File: src/rtl/vsr_pkg.sv
package vsr_pkg;

    typedef enum logic [3:0] {
        PIN_HIZ    = 4'd0,
        PIN_LOW    = 4'd1,
        PIN_TOG1   = 4'd2,
        PIN_TOG2   = 4'd3,
        PIN_HLOCK  = 4'd4,
        PIN_HVLOCK = 4'd5,
        PIN_ALLOK  = 4'd6,
        PIN_RSV7   = 4'd7,
        PIN_HREF   = 4'd8,
        PIN_HSYNC  = 4'd9,
        PIN_GATED  = 4'd10,
        PIN_RSV11  = 4'd11,
        PIN_VSYNC  = 4'd12,
        PIN_VGATE  = 4'd13,
        PIN_RSV14  = 4'd14,
        PIN_FIELD  = 4'd15
    } pin_sel_e;

    typedef enum logic {
        ST_BLANK  = 1'b0,
        ST_ACTIVE = 1'b1
    } line_st_e;

    typedef struct packed {
        logic [3:0] sel;
        logic       pol;
        logic [7:0] hbeg;
        logic [7:0] hend;
        logic [1:0] hfine;
        logic [8:0] vbeg;
        logic [8:0] vend;
        logic       vmid;
    } vsr_cfg_t;

endpackage

File: src/rtl/vsr_timebase.sv
module vsr_timebase #(
    parameter int LINE_PIX    = 864,
    parameter int FIELD_LINES = 312,
    localparam int HW = $clog2(LINE_PIX),
    localparam int VW = $clog2(FIELD_LINES)
) (
    input  logic          clk,
    input  logic          rst,
    output logic [HW-1:0] hcnt,
    output logic [VW-1:0] vcnt,
    output logic          fpar,
    output logic          eol,
    output logic          tog1,
    output logic          tog2
);
    logic [1:0] phase;

    assign eol  = (hcnt == HW'(LINE_PIX - 1));
    assign tog1 = phase[0];
    assign tog2 = phase[1];

    always_ff @(posedge clk or posedge rst) begin
        if (rst) begin
            hcnt  <= '0;
            vcnt  <= '0;
            fpar  <= 1'b0;
            phase <= '0;
        end else begin
            phase <= phase + 2'd1;
            if (eol) begin
                hcnt <= '0;
                if (vcnt == VW'(FIELD_LINES - 1)) begin
                    vcnt <= '0;
                    fpar <= ~fpar;
                end else begin
                    vcnt <= vcnt + VW'(1);
                end
            end else begin
                hcnt <= hcnt + HW'(1);
            end
        end
    end
endmodule

File: src/rtl/vsr_hgen.sv
module vsr_hgen
    import vsr_pkg::*;
#(
    parameter int LINE_PIX  = 864,
    parameter int ACT_BEGIN = 132,
    parameter int ACT_PIX   = 720,
    localparam int HW = $clog2(LINE_PIX)
) (
    input  logic          clk,
    input  logic          rst,
    input  logic [HW-1:0] hcnt,
    input  logic [7:0]    hbeg,
    input  logic [7:0]    hend,
    input  logic [1:0]    hfine,
    output logic          href,
    output logic          hs
);
    localparam logic [HW-1:0] OPEN_AT  = HW'(ACT_BEGIN - 1);
    localparam logic [HW-1:0] CLOSE_AT = HW'(ACT_BEGIN + ACT_PIX - 1);

    line_st_e st_q, st_d;

    // state register
    always_ff @(posedge clk or posedge rst) begin
        if (rst) st_q <= ST_BLANK;
        else     st_q <= st_d;
    end

    // transitions: open, close
    always_comb begin
        st_d = st_q;
        unique case (st_q)
            ST_BLANK:  if (hcnt == OPEN_AT)  st_d = ST_ACTIVE;
            ST_ACTIVE: if (hcnt == CLOSE_AT) st_d = ST_BLANK;
        endcase
    end

    // outputs
    logic [31:0] b_pos, e_pos, hc;
    always_comb begin
        href  = (st_q == ST_ACTIVE);
        hc    = 32'(hcnt);
        b_pos = 32'(hbeg) * 8 + 32'(hfine) * 2;
        e_pos = 32'(hend) * 8 + 32'(hfine) * 2;
        if (b_pos < e_pos)      hs = (hc >= b_pos) && (hc < e_pos);
        else if (b_pos > e_pos) hs = (hc >= b_pos) || (hc < e_pos);
        else                    hs = 1'b0;
    end
endmodule

File: src/rtl/vsr_vgen.sv
module vsr_vgen #(
    parameter int LINE_PIX    = 864,
    parameter int FIELD_LINES = 312,
    parameter int VS_LINES    = 3,
    localparam int HW = $clog2(LINE_PIX),
    localparam int VW = $clog2(FIELD_LINES)
) (
    input  logic [HW-1:0] hcnt,
    input  logic [VW-1:0] vcnt,
    input  logic          fpar,
    input  logic [8:0]    vbeg,
    input  logic [8:0]    vend,
    input  logic          vmid,
    output logic          vgate,
    output logic          vs,
    output logic          fid
);
    logic [31:0] vc, vprev, veff, s_ln, t_ln;

    always_comb begin
        vc    = 32'(vcnt);
        vprev = (vc == 32'd0) ? 32'(FIELD_LINES - 1) : vc - 32'd1;
        veff  = (vmid && (32'(hcnt) < 32'(LINE_PIX / 2))) ? vprev : vc;
        s_ln  = 32'(vbeg);
        t_ln  = 32'(vend);
        if (s_ln < t_ln)      vgate = (veff >= s_ln) && (veff < t_ln);
        else if (s_ln > t_ln) vgate = (veff >= s_ln) || (veff < t_ln);
        else                  vgate = 1'b0;
        vs  = (vc < 32'(VS_LINES));
        fid = fpar ^ (vc < s_ln);
    end
endmodule

File: src/rtl/vsr_pinmux.sv
module vsr_pinmux
    import vsr_pkg::*;
(
    input  logic [3:0] sel,
    input  logic       pol,
    input  logic       tog1,
    input  logic       tog2,
    input  logic       lk_h,
    input  logic       lk_v,
    input  logic       col,
    input  logic       href,
    input  logic       hs,
    input  logic       vs,
    input  logic       vgate,
    input  logic       fid,
    output logic       pin,
    output logic       oe
);
    logic sig;

    always_comb begin
        sig = 1'b0;
        unique case (pin_sel_e'(sel))
            PIN_HIZ, PIN_LOW, PIN_RSV7,
            PIN_RSV11, PIN_RSV14: sig = 1'b0;
            PIN_TOG1:   sig = tog1;
            PIN_TOG2:   sig = tog2;
            PIN_HLOCK:  sig = lk_h;
            PIN_HVLOCK: sig = lk_h & lk_v;
            PIN_ALLOK:  sig = lk_h & lk_v & col;
            PIN_HREF:   sig = href;
            PIN_HSYNC:  sig = hs;
            PIN_GATED:  sig = href & vgate;
            PIN_VSYNC:  sig = vs;
            PIN_VGATE:  sig = vgate;
            PIN_FIELD:  sig = fid;
        endcase
        oe  = (pin_sel_e'(sel) != PIN_HIZ);
        pin = oe & (sig ^ pol);
    end
endmodule

File: src/rtl/vid_sync_ref.sv
module vid_sync_ref
    import vsr_pkg::*;
#(
    parameter int LINE_PIX    = 864,
    parameter int FIELD_LINES = 312,
    parameter int ACT_BEGIN   = 132,
    parameter int ACT_PIX     = 720,
    parameter int VS_LINES    = 3
) (
    input  logic       clk,
    input  logic       rst,
    input  logic [3:0] cfg_sel,
    input  logic       cfg_pol,
    input  logic [7:0] cfg_hbeg,
    input  logic [7:0] cfg_hend,
    input  logic [1:0] cfg_hfine,
    input  logic [8:0] cfg_vbeg,
    input  logic [8:0] cfg_vend,
    input  logic       cfg_vmid,
    input  logic       lock_h,
    input  logic       lock_v,
    input  logic       color_det,
    output logic       rts_o,
    output logic       rts_oe,
    output logic       href_o,
    output logic       hs_o,
    output logic       vs_o,
    output logic       fid_o
);
    localparam int HW = $clog2(LINE_PIX);
    localparam int VW = $clog2(FIELD_LINES);

    logic [HW-1:0] hcnt;
    logic [VW-1:0] vcnt;
    logic          fpar, eol, tog1, tog2;
    logic          href, hs, vs, vgate, fid;
    vsr_cfg_t      shd;
    logic [3:0]    sel_q;
    logic          pol_q;

    // shadow settings, loaded on the edge where the line wraps
    always_ff @(posedge clk or posedge rst) begin
        if (rst) begin
            shd <= '0;
        end else if (eol) begin
            shd.sel   <= cfg_sel;
            shd.pol   <= cfg_pol;
            shd.hbeg  <= cfg_hbeg;
            shd.hend  <= cfg_hend;
            shd.hfine <= cfg_hfine;
            shd.vbeg  <= cfg_vbeg;
            shd.vend  <= cfg_vend;
            shd.vmid  <= cfg_vmid;
        end
    end

    assign sel_q = shd.sel;
    assign pol_q = shd.pol;

    vsr_timebase #(
        .LINE_PIX(LINE_PIX), .FIELD_LINES(FIELD_LINES)
    ) u_tb (
        .clk(clk), .rst(rst), .hcnt(hcnt), .vcnt(vcnt), .fpar(fpar),
        .eol(eol), .tog1(tog1), .tog2(tog2)
    );

    vsr_hgen #(
        .LINE_PIX(LINE_PIX), .ACT_BEGIN(ACT_BEGIN), .ACT_PIX(ACT_PIX)
    ) u_hg (
        .clk(clk), .rst(rst), .hcnt(hcnt), .hbeg(shd.hbeg), .hend(shd.hend),
        .hfine(shd.hfine), .href(href), .hs(hs)
    );

    vsr_vgen #(
        .LINE_PIX(LINE_PIX), .FIELD_LINES(FIELD_LINES), .VS_LINES(VS_LINES)
    ) u_vg (
        .hcnt(hcnt), .vcnt(vcnt), .fpar(fpar), .vbeg(shd.vbeg),
        .vend(shd.vend), .vmid(shd.vmid), .vgate(vgate), .vs(vs), .fid(fid)
    );

    vsr_pinmux u_pm (
        .sel(sel_q), .pol(pol_q), .tog1(tog1), .tog2(tog2),
        .lk_h(lock_h), .lk_v(lock_v), .col(color_det), .href(href),
        .hs(hs), .vs(vs), .vgate(vgate), .fid(fid), .pin(rts_o), .oe(rts_oe)
    );

    assign href_o = href;
    assign hs_o   = hs;
    assign vs_o   = vs;
    assign fid_o  = fid;
endmodule

File: config.mk
export PLATFORM = sky130hd
export DESIGN_NAME = vid_sync_ref
export DESIGN_NICKNAME = d
export VERILOG_FILES = /design/src/rtl/vsr_pkg.sv /design/src/rtl/vsr_timebase.sv /design/src/rtl/vsr_hgen.sv /design/src/rtl/vsr_vgen.sv /design/src/rtl/vsr_pinmux.sv /design/src/rtl/vid_sync_ref.sv
export SDC_FILE = /design/constraint.sdc
export NUM_CORES = 1
export LEC_CHECK = 0
export BUFFER_PORTS_ARGS = -buffer_cell sky130_fd_sc_hd__buf_2
export CAP_MARGIN = 20
export CELL_PAD_IN_SITES_DETAIL_PLACEMENT = 1
export CELL_PAD_IN_SITES_GLOBAL_PLACEMENT = 2
export CORE_ASPECT_RATIO = 1.4
export CORE_UTILIZATION = 39
export CTS_CLUSTER_DIAMETER = 200
export CTS_CLUSTER_SIZE = 20
export DETAILED_ROUTE_END_ITERATION = 6
export PLACE_DENSITY = 0.95
export SYNTH_ARGS = -nofsm -noshare
export SYNTH_HDL_FRONTEND = slang
export SYNTH_SLANG_ARGS = --single-unit
File: constraint.sdc
create_clock -name clk -period 8.7 [get_ports clk]
set_input_delay 0.87 -clock clk [delete_from_list [all_inputs] [get_ports clk]]
set_output_delay 0.87 -clock clk [all_outputs]
set_load 0.005 [all_outputs]
Yosys cells after proc, flatten, opt, wreduce, memory -nomap -nowiden
Index checks and enable logic that the tools add are counted.
{ "word_totals": {"ff_bits": 65, "input_bits": 47} }
{ "classes": {"eq_ne": 19, "magnitude_cmp": 11, "addsub": 6, "n_reduce_logical": 10, "n_mux": 12, "n_bitwise": 8} }
{ "ops": {"columns": ["cell", "n"], "rows": [
  ["32-bit 2-to-1 mux", 2],
  ["4-bit == test, second input constant", 8],
  ["10-bit by 32-bit greater-or-equal comparator with 1-bit output", 1],
  ["32-bit by 9-bit greater-or-equal comparator with 1-bit output", 1],
  ["32-bit > comparator", 1],
  ["10-bit by 32-bit < comparator with 1-bit output", 1],
  ["32-bit < comparator", 1],
  ["32-bit by 9-bit < comparator with 1-bit output", 1],
  ["11-bit by 3-bit adder with 12-bit output", 2],
  ["10-bit == test, second input constant", 2],
  ["9-bit < comparator", 2],
  ["4-bit by 3-bit == test with 1-bit output, second input constant", 4],
  ["1-bit case mux with 12 select lines", 1],
  ["10-bit by 1-bit adder with 10-bit output, second input constant", 1],
  ["10-bit by 8-bit == test with 1-bit output, second input constant", 1],
  ["10-bit by 9-bit < comparator with 1-bit output, second input constant", 1],
  ["10-bit 2-to-1 mux", 1],
  ["9-bit by 1-bit subtractor with 10-bit output, second input constant", 1],
  ["9-bit by 1-bit adder with 9-bit output, second input constant", 1],
  ["9-bit == test, second input constant", 1],
  ["9-bit > comparator", 1],
  ["9-bit logical NOT", 1],
  ["9-bit by 2-bit < comparator with 1-bit output, second input constant", 1],
  ["9-bit 2-to-1 mux", 1],
  ["other kinds (14)", 28]
]} }

Logic depth before layout (Yosys ltp)
{ "depth": {"ltp_word": 11, "depth_mapped": 17, "depth_no_buf": 17} }

Hierarchy
Synthesis repeated with hierarchy kept, for this count alone.
{ "hier_totals": {"hier_cells": 474, "hier_area_um2": 4887.2} }
{ "modules_own_cells": {"columns": ["module", "instances", "cells_each", "seq_area_each_um2", "area_per_inst_um2"], "rows": [
  ["vid_sync_ref", 1, 90, 1051.0, 1769.2],
  ["vsr_vgen", 1, 171, 0.0, 1218.7],
  ["vsr_timebase", 1, 105, 550.5, 1064.8],
  ["vsr_hgen", 1, 86, 25.0, 684.4],
  ["vsr_pinmux", 1, 22, 0.0, 150.1]
]} }

Least setup slack after synthesis
OpenSTA, ideal clock, no wires.
{ "synth_timing": {"kind": "flip-flop to output port", "startpoint": "register u_tb.vcnt[3]", "endpoint": "output rts_o", "path_buffers": 1, "path_stages_with_launch": 17, "arrival_ns": 3.077, "setup_slack_ns": 4.753, "cell_sequence": "dfrtp_1 buf_2 or4_4 nor3_4 nor2_1 nor2_1 nor2_1 a31oi_1 ha_1 a211o_1 a21oi_1 o211ai_1 o211ai_1 a21o_1 o211a_1 a21oi_1 nor3b_2"} }
{ "synth_via": {"elab_chain_len": 11, "word_cells_on_any_way": 17} }
{ "synth_rtl": {"columns": ["element", "line_no", "text"], "rows": [
  ["from (decl)", "vsr_timebase.sv:10", "output logic [VW-1:0] vcnt,"],
  ["from (signal assigned)", "vsr_timebase.sv:36", "vcnt <= vcnt + VW'(1);"],
  ["9-bit by 1-bit subtractor with 10-bit output / 9-bit logical NOT (equally long branches)", "vsr_vgen.sv:22", "vprev = (vc == 32'd0) ? 32'(FIELD_LINES - 1) : vc - 32'd1;"],
  ["32-bit 2-to-1 mux", "vsr_vgen.sv:22", null],
  ["32-bit 2-to-1 mux", "vsr_vgen.sv:23", "veff = (vmid && (32'(hcnt) < 32'(LINE_PIX / 2))) ? vprev : vc;"],
  ["32-bit by 9-bit greater-or-equal comparator with 1-bit output / 32-bit by 9-bit < comparator with 1-bit output (equally long branches)", "vsr_vgen.sv:26, vsr_vgen.sv:27", null],
  ["1-bit logical OR", "vsr_vgen.sv:27", "else if (s_ln > t_ln) vgate = (veff >= s_ln) || (veff < t_ln);"],
  ["1-bit 2-to-1 mux", "vsr_vgen.sv:27", null],
  ["1-bit 2-to-1 mux", "vsr_vgen.sv:26", "if (s_ln < t_ln) vgate = (veff >= s_ln) && (veff < t_ln);"],
  ["1-bit AND", "vsr_pinmux.sv:33", "PIN_GATED: sig = href & vgate;"],
  ["1-bit case mux with 12 select lines *", "vsr_pinmux.sv:23", "unique case (pin_sel_e'(sel))"],
  ["1-bit XOR *", "vsr_pinmux.sv:39", "pin = oe & (sig ^ pol);"],
  ["1-bit AND *", "vsr_pinmux.sv:39", null],
  ["to (decl)", "vid_sync_ref.sv:23", "output logic rts_o,"]
]} }
Mark *: on every way between the ends. The rest lies on a longest branch, timed or not.

Worst setup path after layout
{ "layout_timing": {"startpoint": "register u_tb.vcnt[2]", "endpoint": "output rts_o"} }
Same word-level chain as after synthesis.

==> metrics.csv <==
stage,metric,value,unit
route,total routed wirelength,12.5,mm
layout,Layout area overhead,15.5,%
layout,fin nets,673,
global_routing,first-pass GRT wire length,21.2,mm
cts,"Reg clk slew, reported paths",60,ps
setup_path,"Arr. time, crit path",4010,ps
yosys,ys async rst share,1.00,
route,met3 wire len,262,µm
floorplanning,Initial Utilization,0.402,
layout,final core utilization,0.465,
timing,Final period util,0.561,
route,post-route ant nets,0,
global_routing,antenna violations before repair,0,
layout,# fillers,1359,
yosys,"Distinct cells, synth",55,
power_and_ir_drop,total power,720,µW
power_and_ir_drop,Sequential Power Share,0.420,
floorplanning,IO Count,53,
timing,final setup fails,0,
timing,Final Hold Viols,0,
cts,clock sinks,65,
cts,root buffer cell,clkbuf_16,
timing,unrepaired setup endpoints after global routing,no,
cts,CTS buffer count,9,
placed_design,routability-driven placement congestion ratio,0.824,
power_and_ir_drop,P_leak,2.68,nW
power_and_ir_drop,combinational share of power,0.023,
route,wl on met1,4.79,mm
cts,hold buffer count at CTS,0,
floorplanning,die height,130,µm
placed_design,I/O Buffers,52,
timing,Layout Skew,4.38,ps
yosys,synthesized instance count,519,
yosys,syn nets,628,
power_and_ir_drop,power per cell area,137,nW/µm²
global_routing,number of global-route vias before repair,4339,
cts,worst-skew pair later-pin latency,340,ps
yosys,Post-Syn Area per Cell,8.79,µm²
floorplanning,core region area,11300,µm²
yosys,"Seq/Total Area, Yosys",0.356,
placed_design,Detailed Place HPWL,9.67,mm
floorplanning,number of core rows,46,
run_status,status,completed,
cts,CTS tree,done,
global_routing,pin count of the biggest net entering global routing,66,
setup_path,crit end category,primary output,
power_and_ir_drop,Clk pwr share,0.557,
global_routing,global route overflow,0,
route,DR WL/cell,17.5,µm
route,routed wl met2,7.17,mm
route,Iteration-0 DRC Markers,130,
setup_path,CP Class,reg -> out,
floorplanning,Die W,93.4,µm
cts,number of buffers on the longest clock path,2,
power_and_ir_drop,switching share of power,0.208,
timing,Slew Limit Fails,0,
setup_path,CP max FO,13,
power_and_ir_drop,P_int,570,µW
yosys,synthesis warning total,0,
cts,CTS resizes,0,
layout,ant diodes,0,
yosys,Mapped Area,4560,µm²
global_routing,Overall Global Routing Usage,0.229,
cts,htree depth,3,
timing,Sum Neg Setup Slack,0,ps
yosys,register bit total from synthesis,65,
cts,postcts setup bufs,0,
hold_path,hold crit path type,reg -> reg,
power_and_ir_drop,Sw Pwr,150,µW
timing,top achievable clock speed,205,MHz
route,Pre-antenna DRT Iters,4,
yosys,number of flops mapped to enable cells by yosys,0,
route,Top Metal Used,met4,
power_and_ir_drop,VDD IR-drop max,0.0775,mV
route,drt drc,0,
route,via count,3983,
yosys,Synth Flop Type,dfrtp_1,
floorplanning,DIE AREA,12100,µm²
job,count of maximum capacitance violations,0,
timing,actual slew at the worst max-slew pin,854,ps
layout,"commonest non-fill, non-tap cell in the layout",dfrtp_1,
timing,headroom to the max-slew limit,0.431,
timing,fin crit period,4880,ps
route,Via density,5.59,
layout,"commonest cells after routing, fill and taps aside","65 x dfrtp_1, 64 x nand2_1, 62 x ha_1, 58 x o21ai_0, 52 x buf_2",
setup_path,worst path required time,7830,ps
setup_path,Critical Path Start Type,register,
layout,layout cell share with drive strength beyond 1,0.158,
metal layers:
metal,global-route usage,up-vias
li1,-,1942
met1,0.237,1967
met2,0.454,56
met3,0.0332,18
met4,0.0905,0
met5,0,-
cells in the mapped netlist (all sizes together) (4+ instances only):
cell type / instances / area (µm²)
a211oi: 5 / 37.5
a21o: 5 / 37.5
a21oi: 21 / 105
a31oi: 7 / 43.8
and4: 4 / 35.0
buf: 6 / 30.0
clkbuf: 14 / 52.6
dfrtp: 65 / 1630
ha: 62 / 776
inv: 44 / 165
mux2: 9 / 101
nand2: 64 / 240
nand2b: 6 / 37.5
nand3: 18 / 90.1
nand4: 8 / 56.3
nor2: 35 / 141
nor2b: 5 / 31.3
nor3: 7 / 46.3
nor3b: 4 / 35.0
nor4: 7 / 43.8
o211ai: 5 / 37.5
o21ai: 60 / 304
o31ai: 4 / 30.0
or4: 4 / 37.5
xnor2: 8 / 70.1
xor2: 6 / 52.6
cell type report:
class / count / area (µm²) / area share
clock inverters: 6 / 90.1 / 0.0171
flip-flops and latches: 65 / 1630 / 0.309
clock buffers: 10 / 239 / 0.0453
multi-input cells: 390 / 2690 / 0.511
inverters: 44 / 165 / 0.0313
well taps: 144 / 180 / 0.0342
repair buffers: 54 / 275 / 0.0522
metrics by stage:
| step | cell area, µm² | setup WS [ps] | cells | hold WS (ps) |
|---|---|---|---|---|
| 3_3_place_gp | 4940 | 4330 | 697 | 445 |
| 6_report | 5270 | 3820 | 713 | 462 |
| 3_5_place_dp | 4940 | 4160 | 697 | 456 |
| 5_1_grt | 5270 | 3430 | 713 | 484 |
| 4_1_cts | 5270 | 3790 | 713 | 465 |
| 2_1_floorplan | 4560 | 4750 | 519 | 434 |
flip-flops by register name (all words and copies together) (netlist names):
| register | count |
|---|---|
| shd | 37 |
| u_tb.fpar | 1 |
| sel_q | 4 |
| u_tb.vcnt | 9 |
| pol_q | 1 |
| u_hg.href | 1 |
| u_tb.phase | 2 |
| u_tb.hcnt | 10 |
worst max-delay path, cell delays in order (launching register included):
cell      delay (ps)
dfrtp_1          540
or4_4            630
nor3_4           330
nor2_1           100
nor2_1           100
nor2_1            50
a31oi_1          230
ha_1             290
a211o_1          300
a21oi_1          170
o211ai_1         110
o211ai_1         120
a21o_1           150
o211a_1          160
a21oi_1           80
nor3b_2          180
buf_2            140
kinds of logic after synthesis:
family | after synthesis | synth area share
buffers and inverters | 64 | 0.0543
adders and majority gates | 62 | 0.170
and+or+nand+nor | 180 | 0.205
xor gates and xnor gates | 14 | 0.0269
AOI/OAI and AO/OA | 122 | 0.159
DFF | 65 | 0.356
muxes | 12 | 0.0288
power by group through the flow:
stage	logic [mW]	clock network, mW	registers, mW
3_3_place_gp	0.0165	0	0.308
6_report	0.0163	0.401	0.302
3_5_place_dp	0.0171	0	0.308
5_1_grt	0.0190	0.422	0.302
4_1_cts	0.0172	0.411	0.302
2_1_floorplan	0.00468	0	0.308
final timing paths:
check / slack, ps / to / from / cells after the start
setup / recovery: 3820 / rts_o / u_tb.vcnt[2] / 16
hold / removal: 460 / u_tb.phase[0] / u_tb.phase[0] / 1
setup reg to reg: 5360 / u_tb.vcnt[8] / u_tb.hcnt[6] / 9
hold reg to reg: 460 / u_tb.phase[0] / u_tb.phase[0] / 1
max in group asynchronous: 7350 / u_hg.href / rst / 3
min in group asynchronous: 780 / shd[17] / rst / 3
Note: power is estimated with default switching activity, not from simulation.
